**src/rtl/shc_pkg.sv**
```systemverilog
package shc_pkg;
    localparam logic [5:0] A_CFG   = 6'h00;
    localparam logic [5:0] A_EN    = 6'h14;
    localparam logic [5:0] A_DLY   = 6'h18;
    localparam logic [5:0] A_TXD   = 6'h1C;
    localparam logic [5:0] A_RXD   = 6'h20;
    localparam logic [5:0] A_IDLE  = 6'h24;
    localparam logic [5:0] A_WMARK = 6'h28;

    localparam logic [15:0] CFG_RESET = 16'h7C09;
    localparam logic [15:0] CFG_MASK  = 16'hFE3F;

    typedef enum logic [1:0] {
        ENG_IDLE  = 2'd0,
        ENG_SHIFT = 2'd1,
        ENG_GAP   = 2'd2
    } eng_state_t;
endpackage

```
**src/rtl/shc_fifo.sv**
```systemverilog
module shc_fifo #(
    parameter int W     = 8,
    parameter int DEPTH = 128
) (
    input  logic         clk,
    input  logic         rst_n,
    input  logic         push,
    input  logic [W-1:0] din,
    input  logic         pop,
    output logic [W-1:0] dout,
    output logic         empty,
    output logic         full
);
    localparam int AW = $clog2(DEPTH);

    logic [W-1:0] mem [DEPTH];
    logic [AW:0]  wp, rp;

    assign empty = (wp == rp);
    assign full  = (wp[AW] != rp[AW]) && (wp[AW-1:0] == rp[AW-1:0]);
    assign dout  = mem[rp[AW-1:0]];

    always_ff @(posedge clk) begin
        if (push && !full) mem[wp[AW-1:0]] <= din;
    end

    always_ff @(posedge clk or negedge rst_n) begin
        if (!rst_n) begin
            wp <= '0;
            rp <= '0;
        end else begin
            if (push && !full) wp <= wp + 1'b1;
            if (pop && !empty) rp <= rp + 1'b1;
        end
    end

    // a push into a full FIFO leaves the write pointer where it was
    a_r7_no_overflow: assert property (@(posedge clk) disable iff (!rst_n)
        (full && push) |=> $stable(wp));
    // a pop from an empty FIFO leaves the read pointer where it was
    a_r6_no_underflow: assert property (@(posedge clk) disable iff (!rst_n)
        (empty && pop) |=> $stable(rp));
endmodule

```
**src/rtl/shc_engine.sv**
```systemverilog
module shc_engine
    import shc_pkg::*;
#(
    parameter int DLY_W = 8
) (
    input  logic             clk,
    input  logic             rst_n,
    input  logic             en,
    input  logic             cpol,
    input  logic             cpha,
    input  logic [2:0]       div_code,
    input  logic [DLY_W-1:0] gap_len,
    input  logic             go,
    input  logic [7:0]       tx_byte,
    output logic             tx_pop,
    output logic [7:0]       rx_byte,
    output logic             rx_push,
    input  logic             miso,
    output logic             sclk,
    output logic             mosi,
    output logic             busy
);
    localparam int HCW = 8;

    eng_state_t       state, state_nx;
    logic [HCW-1:0]   hcnt, half_m1;
    logic [8:0]       half_full;
    logic [3:0]       edge_n;
    logic [DLY_W-1:0] gcnt;
    logic [7:0]       sh;
    logic             cap, phase;
    logic [2:0]       code_eff;
    logic             tick, last, samp, shft, load;

    assign code_eff  = (div_code == 3'd0) ? 3'd1 : div_code;
    assign half_full = 9'd1 << code_eff;
    assign half_m1   = half_full[7:0] - 8'd1;
    assign tick = (state == ENG_SHIFT) && (hcnt == half_m1);
    assign last = tick && (edge_n == 4'd15);
    assign samp = tick && (cpha ? edge_n[0] : !edge_n[0]);
    assign shft = tick && (cpha ? (!edge_n[0] && edge_n != 4'd0) : edge_n[0]);

    // state register
    always_ff @(posedge clk or negedge rst_n) begin
        if (!rst_n) state <= ENG_IDLE;
        else        state <= state_nx;
    end

    // next state and control outputs
    always_comb begin
        state_nx = state;
        load     = 1'b0;
        unique case (state)
            ENG_IDLE: begin
                if (go) begin
                    load     = 1'b1;
                    state_nx = ENG_SHIFT;
                end
            end
            ENG_SHIFT: begin
                if (!en) state_nx = ENG_IDLE;
                else if (last) begin
                    if (gap_len == '0) begin
                        if (go) load = 1'b1;
                        else    state_nx = ENG_IDLE;
                    end else begin
                        state_nx = ENG_GAP;
                    end
                end
            end
            ENG_GAP: begin
                if (!en) state_nx = ENG_IDLE;
                else if (gcnt == gap_len - DLY_W'(1)) begin
                    if (go) begin
                        load     = 1'b1;
                        state_nx = ENG_SHIFT;
                    end else begin
                        state_nx = ENG_IDLE;
                    end
                end
            end
            default: state_nx = ENG_IDLE;
        endcase
    end

    assign tx_pop  = load;
    assign rx_push = last && en;
    assign rx_byte = cpha ? {sh[6:0], miso} : {sh[6:0], cap};
    assign busy    = (state != ENG_IDLE);
    assign mosi    = sh[7];
    assign sclk    = cpol ^ phase;

    // shifter, edge and delay counters
    always_ff @(posedge clk or negedge rst_n) begin
        if (!rst_n) begin
            sh     <= '0;
            cap    <= 1'b0;
            phase  <= 1'b0;
            hcnt   <= '0;
            edge_n <= '0;
            gcnt   <= '0;
        end else begin
            if (load) begin
                sh     <= tx_byte;
                hcnt   <= '0;
                edge_n <= '0;
                phase  <= 1'b0;
            end else if (state == ENG_SHIFT) begin
                if (tick) begin
                    hcnt   <= '0;
                    edge_n <= edge_n + 4'd1;
                    phase  <= ~phase;
                    if (samp) cap <= miso;
                    if (shft) sh  <= {sh[6:0], cap};
                end else begin
                    hcnt <= hcnt + 8'd1;
                end
            end
            if (state_nx != ENG_SHIFT) phase <= 1'b0;
            if (state == ENG_GAP) gcnt <= gcnt + DLY_W'(1);
            else                  gcnt <= '0;
        end
    end

    // a disabled controller leaves the engine idle on the next cycle
    a_r8_idle_when_off: assert property (@(posedge clk) disable iff (!rst_n)
        !en |=> (state == ENG_IDLE));
    // SCLK moves only on a half-period boundary
    a_r2_edge_on_tick: assert property (@(posedge clk) disable iff (!rst_n)
        (state == ENG_SHIFT && en && !tick) |=> $stable(phase));
endmodule

```
**src/rtl/spi_host_ctrl.sv**
```systemverilog
module spi_host_ctrl
    import shc_pkg::*;
#(
    parameter int FIFO_DEPTH = 128,
    parameter int DLY_W      = 8,
    parameter int IDLE_W     = 8
) (
    input  logic        clk,
    input  logic        rst_n,
    input  logic        reg_wr,
    input  logic        reg_rd,
    input  logic [5:0]  reg_addr,
    input  logic [31:0] reg_wdata,
    output logic [31:0] reg_rdata,
    input  logic        miso,
    output logic        sclk,
    output logic        mosi,
    output logic [3:0]  ss_n
);
    localparam int WM_W = $clog2(FIFO_DEPTH) + 1;

    logic [15:0]       cfg_q;
    logic              en_q, cpol_l, cpha_l, start_pend;
    logic [DLY_W-1:0]  dly_q;
    logic [IDLE_W-1:0] idle_q;
    logic [WM_W-1:0]   wm_q;

    logic       tx_empty, tx_full, rx_empty, rx_full;
    logic [7:0] tx_dout, rx_dout, rx_byte;
    logic       tx_pop, rx_push, eng_busy, go;
    logic       wr_cfg, wr_en, wr_txd, rd_rxd;

    assign wr_cfg = reg_wr && (reg_addr == A_CFG);
    assign wr_en  = reg_wr && (reg_addr == A_EN);
    assign wr_txd = reg_wr && (reg_addr == A_TXD);
    assign rd_rxd = reg_rd && (reg_addr == A_RXD);

    always_ff @(posedge clk or negedge rst_n) begin
        if (!rst_n) begin
            cfg_q      <= CFG_RESET;
            en_q       <= 1'b0;
            cpol_l     <= 1'b0;
            cpha_l     <= 1'b0;
            start_pend <= 1'b0;
            dly_q      <= '0;
            idle_q     <= '0;
            wm_q       <= '0;
        end else begin
            if (wr_cfg) cfg_q <= reg_wdata[15:0] & CFG_MASK;
            if (wr_en) begin
                en_q <= reg_wdata[0];
                if (reg_wdata[0] && !en_q) begin
                    cpol_l <= cfg_q[1];
                    cpha_l <= cfg_q[2];
                end
            end
            if (wr_cfg && reg_wdata[15] && reg_wdata[16]) start_pend <= 1'b1;
            else if (!eng_busy && tx_empty)               start_pend <= 1'b0;
            if (reg_wr && reg_addr == A_DLY)   dly_q  <= reg_wdata[DLY_W-1:0];
            if (reg_wr && reg_addr == A_IDLE)  idle_q <= reg_wdata[IDLE_W-1:0];
            if (reg_wr && reg_addr == A_WMARK) wm_q   <= reg_wdata[WM_W-1:0];
        end
    end

    always_comb begin
        case (reg_addr)
            A_CFG:   reg_rdata = {16'd0, cfg_q};
            A_EN:    reg_rdata = {31'd0, en_q};
            A_DLY:   reg_rdata = 32'(dly_q);
            A_RXD:   reg_rdata = rx_empty ? 32'd0 : {24'd0, rx_dout};
            A_IDLE:  reg_rdata = 32'(idle_q);
            A_WMARK: reg_rdata = 32'(wm_q);
            default: reg_rdata = 32'd0;
        endcase
    end

    assign go   = en_q && !tx_empty && (!cfg_q[15] || start_pend);
    assign ss_n = (cfg_q[14] || eng_busy) ? cfg_q[13:10] : 4'hF;

    shc_fifo #(.W(8), .DEPTH(FIFO_DEPTH)) u_txq (
        .clk(clk), .rst_n(rst_n), .push(wr_txd), .din(reg_wdata[7:0]),
        .pop(tx_pop), .dout(tx_dout), .empty(tx_empty), .full(tx_full));

    shc_fifo #(.W(8), .DEPTH(FIFO_DEPTH)) u_rxq (
        .clk(clk), .rst_n(rst_n), .push(rx_push), .din(rx_byte),
        .pop(rd_rxd), .dout(rx_dout), .empty(rx_empty), .full(rx_full));

    shc_engine #(.DLY_W(DLY_W)) u_eng (
        .clk(clk), .rst_n(rst_n), .en(en_q), .cpol(cpol_l), .cpha(cpha_l),
        .div_code(cfg_q[5:3]), .gap_len(dly_q), .go(go), .tx_byte(tx_dout),
        .tx_pop(tx_pop), .rx_byte(rx_byte), .rx_push(rx_push), .miso(miso),
        .sclk(sclk), .mosi(mosi), .busy(eng_busy));

    // in manual-start mode with no start pending, an idle engine stays idle
    a_r9_manual_hold: assert property (@(posedge clk) disable iff (!rst_n)
        (cfg_q[15] && !start_pend && !eng_busy) |=> !eng_busy);
    // the transmit FIFO never reports full and empty together
    a_r7_full_not_empty: assert property (@(posedge clk) disable iff (!rst_n)
        !(tx_full && tx_empty));
    // a receive push never meets a full receive FIFO while it is also empty
    a_r5_rx_sane: assert property (@(posedge clk) disable iff (!rst_n)
        !(rx_full && rx_empty));
endmodule

```
**config.mk**
```make
export PLATFORM = sky130hd
export DESIGN_NAME = spi_host_ctrl
export DESIGN_NICKNAME = d
export VERILOG_FILES = /design/src/rtl/shc_pkg.sv /design/src/rtl/shc_fifo.sv /design/src/rtl/shc_engine.sv /design/src/rtl/spi_host_ctrl.sv
export SDC_FILE = /design/constraint.sdc
export NUM_CORES = 2
export LEC_CHECK = 0
export BUFFER_PORTS_ARGS = -buffer_cell sky130_fd_sc_hd__buf_2
export CORE_MARGIN = 2
export CORE_UTILIZATION = 45
export CTS_CLUSTER_DIAMETER = 150
export DETAILED_ROUTE_END_ITERATION = 12
export HOLD_SLACK_MARGIN = 0.03
export REMOVE_ABC_BUFFERS = 1
export SYNTH_ARGS = -nofsm -noshare
export SYNTH_HDL_FRONTEND = slang
export SYNTH_SLANG_ARGS = --single-unit
```
**constraint.sdc**
```tcl
create_clock -name clk -period 3.4 [get_ports clk]
set_clock_uncertainty 0.05 [all_clocks]
set_input_delay 0.34 -clock clk [delete_from_list [all_inputs] [get_ports clk]]
set_output_delay 0.34 -clock clk [all_outputs]
set_load 0.1 [all_outputs]
```
==> qor.yml <==
ys_seq_elements: 2153
drc: 0
floorplan.initialDensity_pct: 45.16
max_cap_violations: 0
globalRouteTotalUtil_pct: 21.74
synth_sequential_area_ratio_pct: 75.79
vias: 43150
timing.critical_path.from: "u_rxq.rp[0]"
wire_per_inst_um: 27.87
dieHeight_um: 437.7
cts_tree: "built"
grt_use_met3_pct: 3.212
hold_violations: 0
drt_pre_antenna_iters: 7
failed_checks: "negative setup slack"
antenna_violating_nets_post_route: 0
postSynth.asyncResetShare_pct: 4.877
clock.fmax_mhz: 228.5
fin_area_mm2: 0.1022
nFillCells: 14260
htreeDepth: 4
drt_first_iter_violations: 4170
min-delay-path-class: "in -> reg"
synthesis.area_per_instance_um2: 20.51
number_of_antenna_violations_at_the_first_check_in_global_routing: 4
synthDistinctLibCells: 67
critical_path_at_ps: 3990
wirelength_um: 209000
finalSetupTns_ps: -7167
netlist_instances: 4127
grt_start_max_net_pins: 130
total_count_of_max_transition_violations_in_the_final_report: 0
gr-usage-met1_pct: 30.14
worst_slew_margin_rel_pct: 24.02
synth_enable_flop_cells: 2048
route.detailed.vias_per_inst: 5.754
critical_path.max_stage_delay_ps: 520
worst-slew-pin-transition_ps: 1140
final_net_count: 4872
sum_of_net_half_perimeters_after_detailed_placement_um: 130300
synth_top_flop_cell: "edfxtp_1"
placementRows: 159
placedInstanceArea_mm2: 0.09226
ir_worst_vdd_mv: 0.5417
path_class: "reg -> out"
pin_count: 81
crit_slowest_cell: "dfrtp_4"
floorplan.core_area_mm2: 0.1874
clk-insertion-delay-late_ps: 860
via_count_of_the_first_global_routing_pass: 43870
worstReg2RegStart: "cfg_q[5]"
synthesis.yosys.warnings: 0
globalRoute.totalOverflow: 0
area_delta_synth_final_pct: 20.78
die-width_um: 437.7
floorplan.die_area_mm2: 0.1915
hold_path_startpoint: "reg_wdata[5]"
final_min_period_over_clock_period_pct: 128.7
setup_ws_ps: -977.2
timing.critical_path.to_type: "primary output"
run_status: "complete, but fails checks"
critPathMaxFanout: 5
worst-endpoint-required_ps: 3010
max-clock-path-buffers: 3
gp_routability_congestion: 0.8234
setup_repair_after_global_routing_missed_its_margin: "true"
leakagePower_nw: 33.25
grt.busiest_layer: "met2"
cpLargestDelayFamily: "multiplexers"
timing.critical_path.cells: "buf_12, buf_8, buf_16, buf_8, mux4_2, mux4_2, a21oi_2, buf_6, nand4_1, o211ai_1, nand3_1, buf_12"
grt_pass1_wl_um: 304900
timing.critical_path.from_type: "flip-flop"
clk_pin_slew_ps: 60
cts_num_sinks: 2153
pwr_density_cell_mw_per_mm2: 625.3
setup_viol: 19
use_met2_pct: 35.79
num_cts_buffers: 211
layout_min_cycle_time_ps: 4377
post_synth_instance_area_mm2: 0.08463
cts.root.buffer_cell: "clkbuf_16"
timing.reg2reg.setup_slack_ps: -30
io_buffer_count: 47
layout-drive-gt1-share_pct: 36.13
critPathBufInv: 6
cells by family (layout without fill, tap and decap cells):
| family | after synthesis | after routing | synth area share [%] |
|---|---|---|---|
| compound gates | 323 | 323 | 2.716 |
| mux | 670 | 670 | 15.65 |
| buf+inv | 265 | 1123 | 1.430 |
| simple gates | 629 | 629 | 3.458 |
| fa+ha+maj | 14 | 14 | 0.2070 |
| other cells | 1 | 20 | 0.004431 |
| xor+xnor | 72 | 72 | 0.7452 |
| flops | 2153 | 2153 | 75.79 |
per-stage QoR:
step,power (mW),hold WS (ps),setup WS (ps),cells,utilization [%]
floorplan,36.40,-5.591,-9937,3891,-
detailed placement,41.06,423.2,-565.7,7016,49.23
global placement,40.95,415.8,-560.4,7016,49.23
global route,65.99,66.68,-1061,7497,54.54
CTS,64.48,50.00,-1035,7474,53.99
finish,63.92,71.38,-977.2,7499,54.54
worst paths after layout:
path / to / cells past startpoint
max reg2reg: u_rxq.mem[39][7] / 14
min reg2reg: start_pend / 1
min in group asynchronous: wm_q[0] / 2
max: reg_rdata[2] / 12
max in group asynchronous: u_rxq.rp[0] / 2
min: u_txq.mem[26][5] / 1
state kept, by name, summed over array words and instances, names as in the netlist, 2 cells and up:
register / count
idle_q: 8
u_rxq.mem: 1024
u_eng.hcnt: 8
u_eng.state: 2
u_eng.sh: 8
u_txq.rp: 8
u_eng.gcnt: 8
dly_q: 8
u_txq.wp: 8
u_rxq.wp: 8
u_eng.edge_n: 4
u_txq.mem: 1024
u_rxq.rp: 8
wm_q: 8
cfg_q: 13
cell usage after synthesis (all sizes together) (4+ instances only):
cell type	n	area, um2
a21o	7	52.55
mux4	514	11580
a221oi	34	297.8
a222oi	8	80.08
a22o	34	297.8
and3	12	75.07
a21oi	37	185.2
dfrtp	98	2452
o22ai	61	381.6
nor4b	4	41.29
a31oi	5	31.28
and2	23	143.9
inv	13	48.80
nor2	305	1147
a22oi	36	270.3
o221ai	6	52.55
or2	5	31.28
nor2b	44	275.3
mux2	88	991.0
xnor2	40	350.3
nand4	13	81.33
buf	132	710.7
nor4	24	165.2
edfxtp	2048	61500
nor3b	6	45.04
o21ai	37	185.2
nand2	87	326.6
nand3	44	225.2
mux2i	68	680.7
dfstp	7	183.9
a211oi	37	277.8
clkbuf	120	450.4
nand2b	17	106.4
ha	14	175.2
nor3	36	190.2
xor2	32	280.3
layout make-up:
cell class / count / area [um2] / area share (%)
Sequential cell: 2153 / 64190 / 62.80
Multi-Input combinational cell: 1725 / 20550 / 20.11
Timing Repair Buffer: 711 / 7279 / 7.122
Clock buffer: 273 / 5654 / 5.532
Tap cell: 2495 / 3122 / 3.054
Clock inverter: 126 / 1361 / 1.332
Inverter: 13 / 48.80 / 0.04774
Antenna cell: 3 / 7.507 / 0.007345
per-layer routing:
layer | part of all wire, % | up-vias
met3 | 5.5 | 288
met5 | 0 | -
li1 | - | 18430
met2 | 50 | 1446
met1 | 42 | 22990
met4 | 2.8 | 0
what timing repair did:
| action | 4_1_cts | 5_1_grt |
|---|---|---|
| gates cloned | 8 | 6 |
| pin swaps | 57 | 66 |
| endpoints found under the hold margin | 214 | 0 |
| hold buffers | 18 | 0 |
| endpoints found under the setup margin | 1022 | 1037 |
| gates resized for setup | 262 | 170 |
| buffers inserted | 35 | 17 |
power breakdown:
group / leakage (nW) / switching (mW) / internal (mW)
clock network: 3.40 / 9.99 / 13.5
logic: 9.71 / 4.98 / 4.06
registers: 20.1 / 0.825 / 30.5
layout by cell type, fill, tap and decap left out, drive strengths merged, types with 36 or more instances in the layout:
cell type	Yosys	routed
edfxtp	2048	2048
buf	132	685
mux4	514	514
nor2	305	305
clkbuf	120	279
dfrtp	98	98
mux2	88	88
nand2	87	87
clkinv	0	83
mux2i	68	68
o22ai	61	61
nor2b	44	44
nand3	44	44
xnor2	40	40
a211oi	37	37
o21ai	37	37
a21oi	37	37
nor3	36	36
a22oi	36	36
No activity file was read; power rests on OpenSTA's default activity.
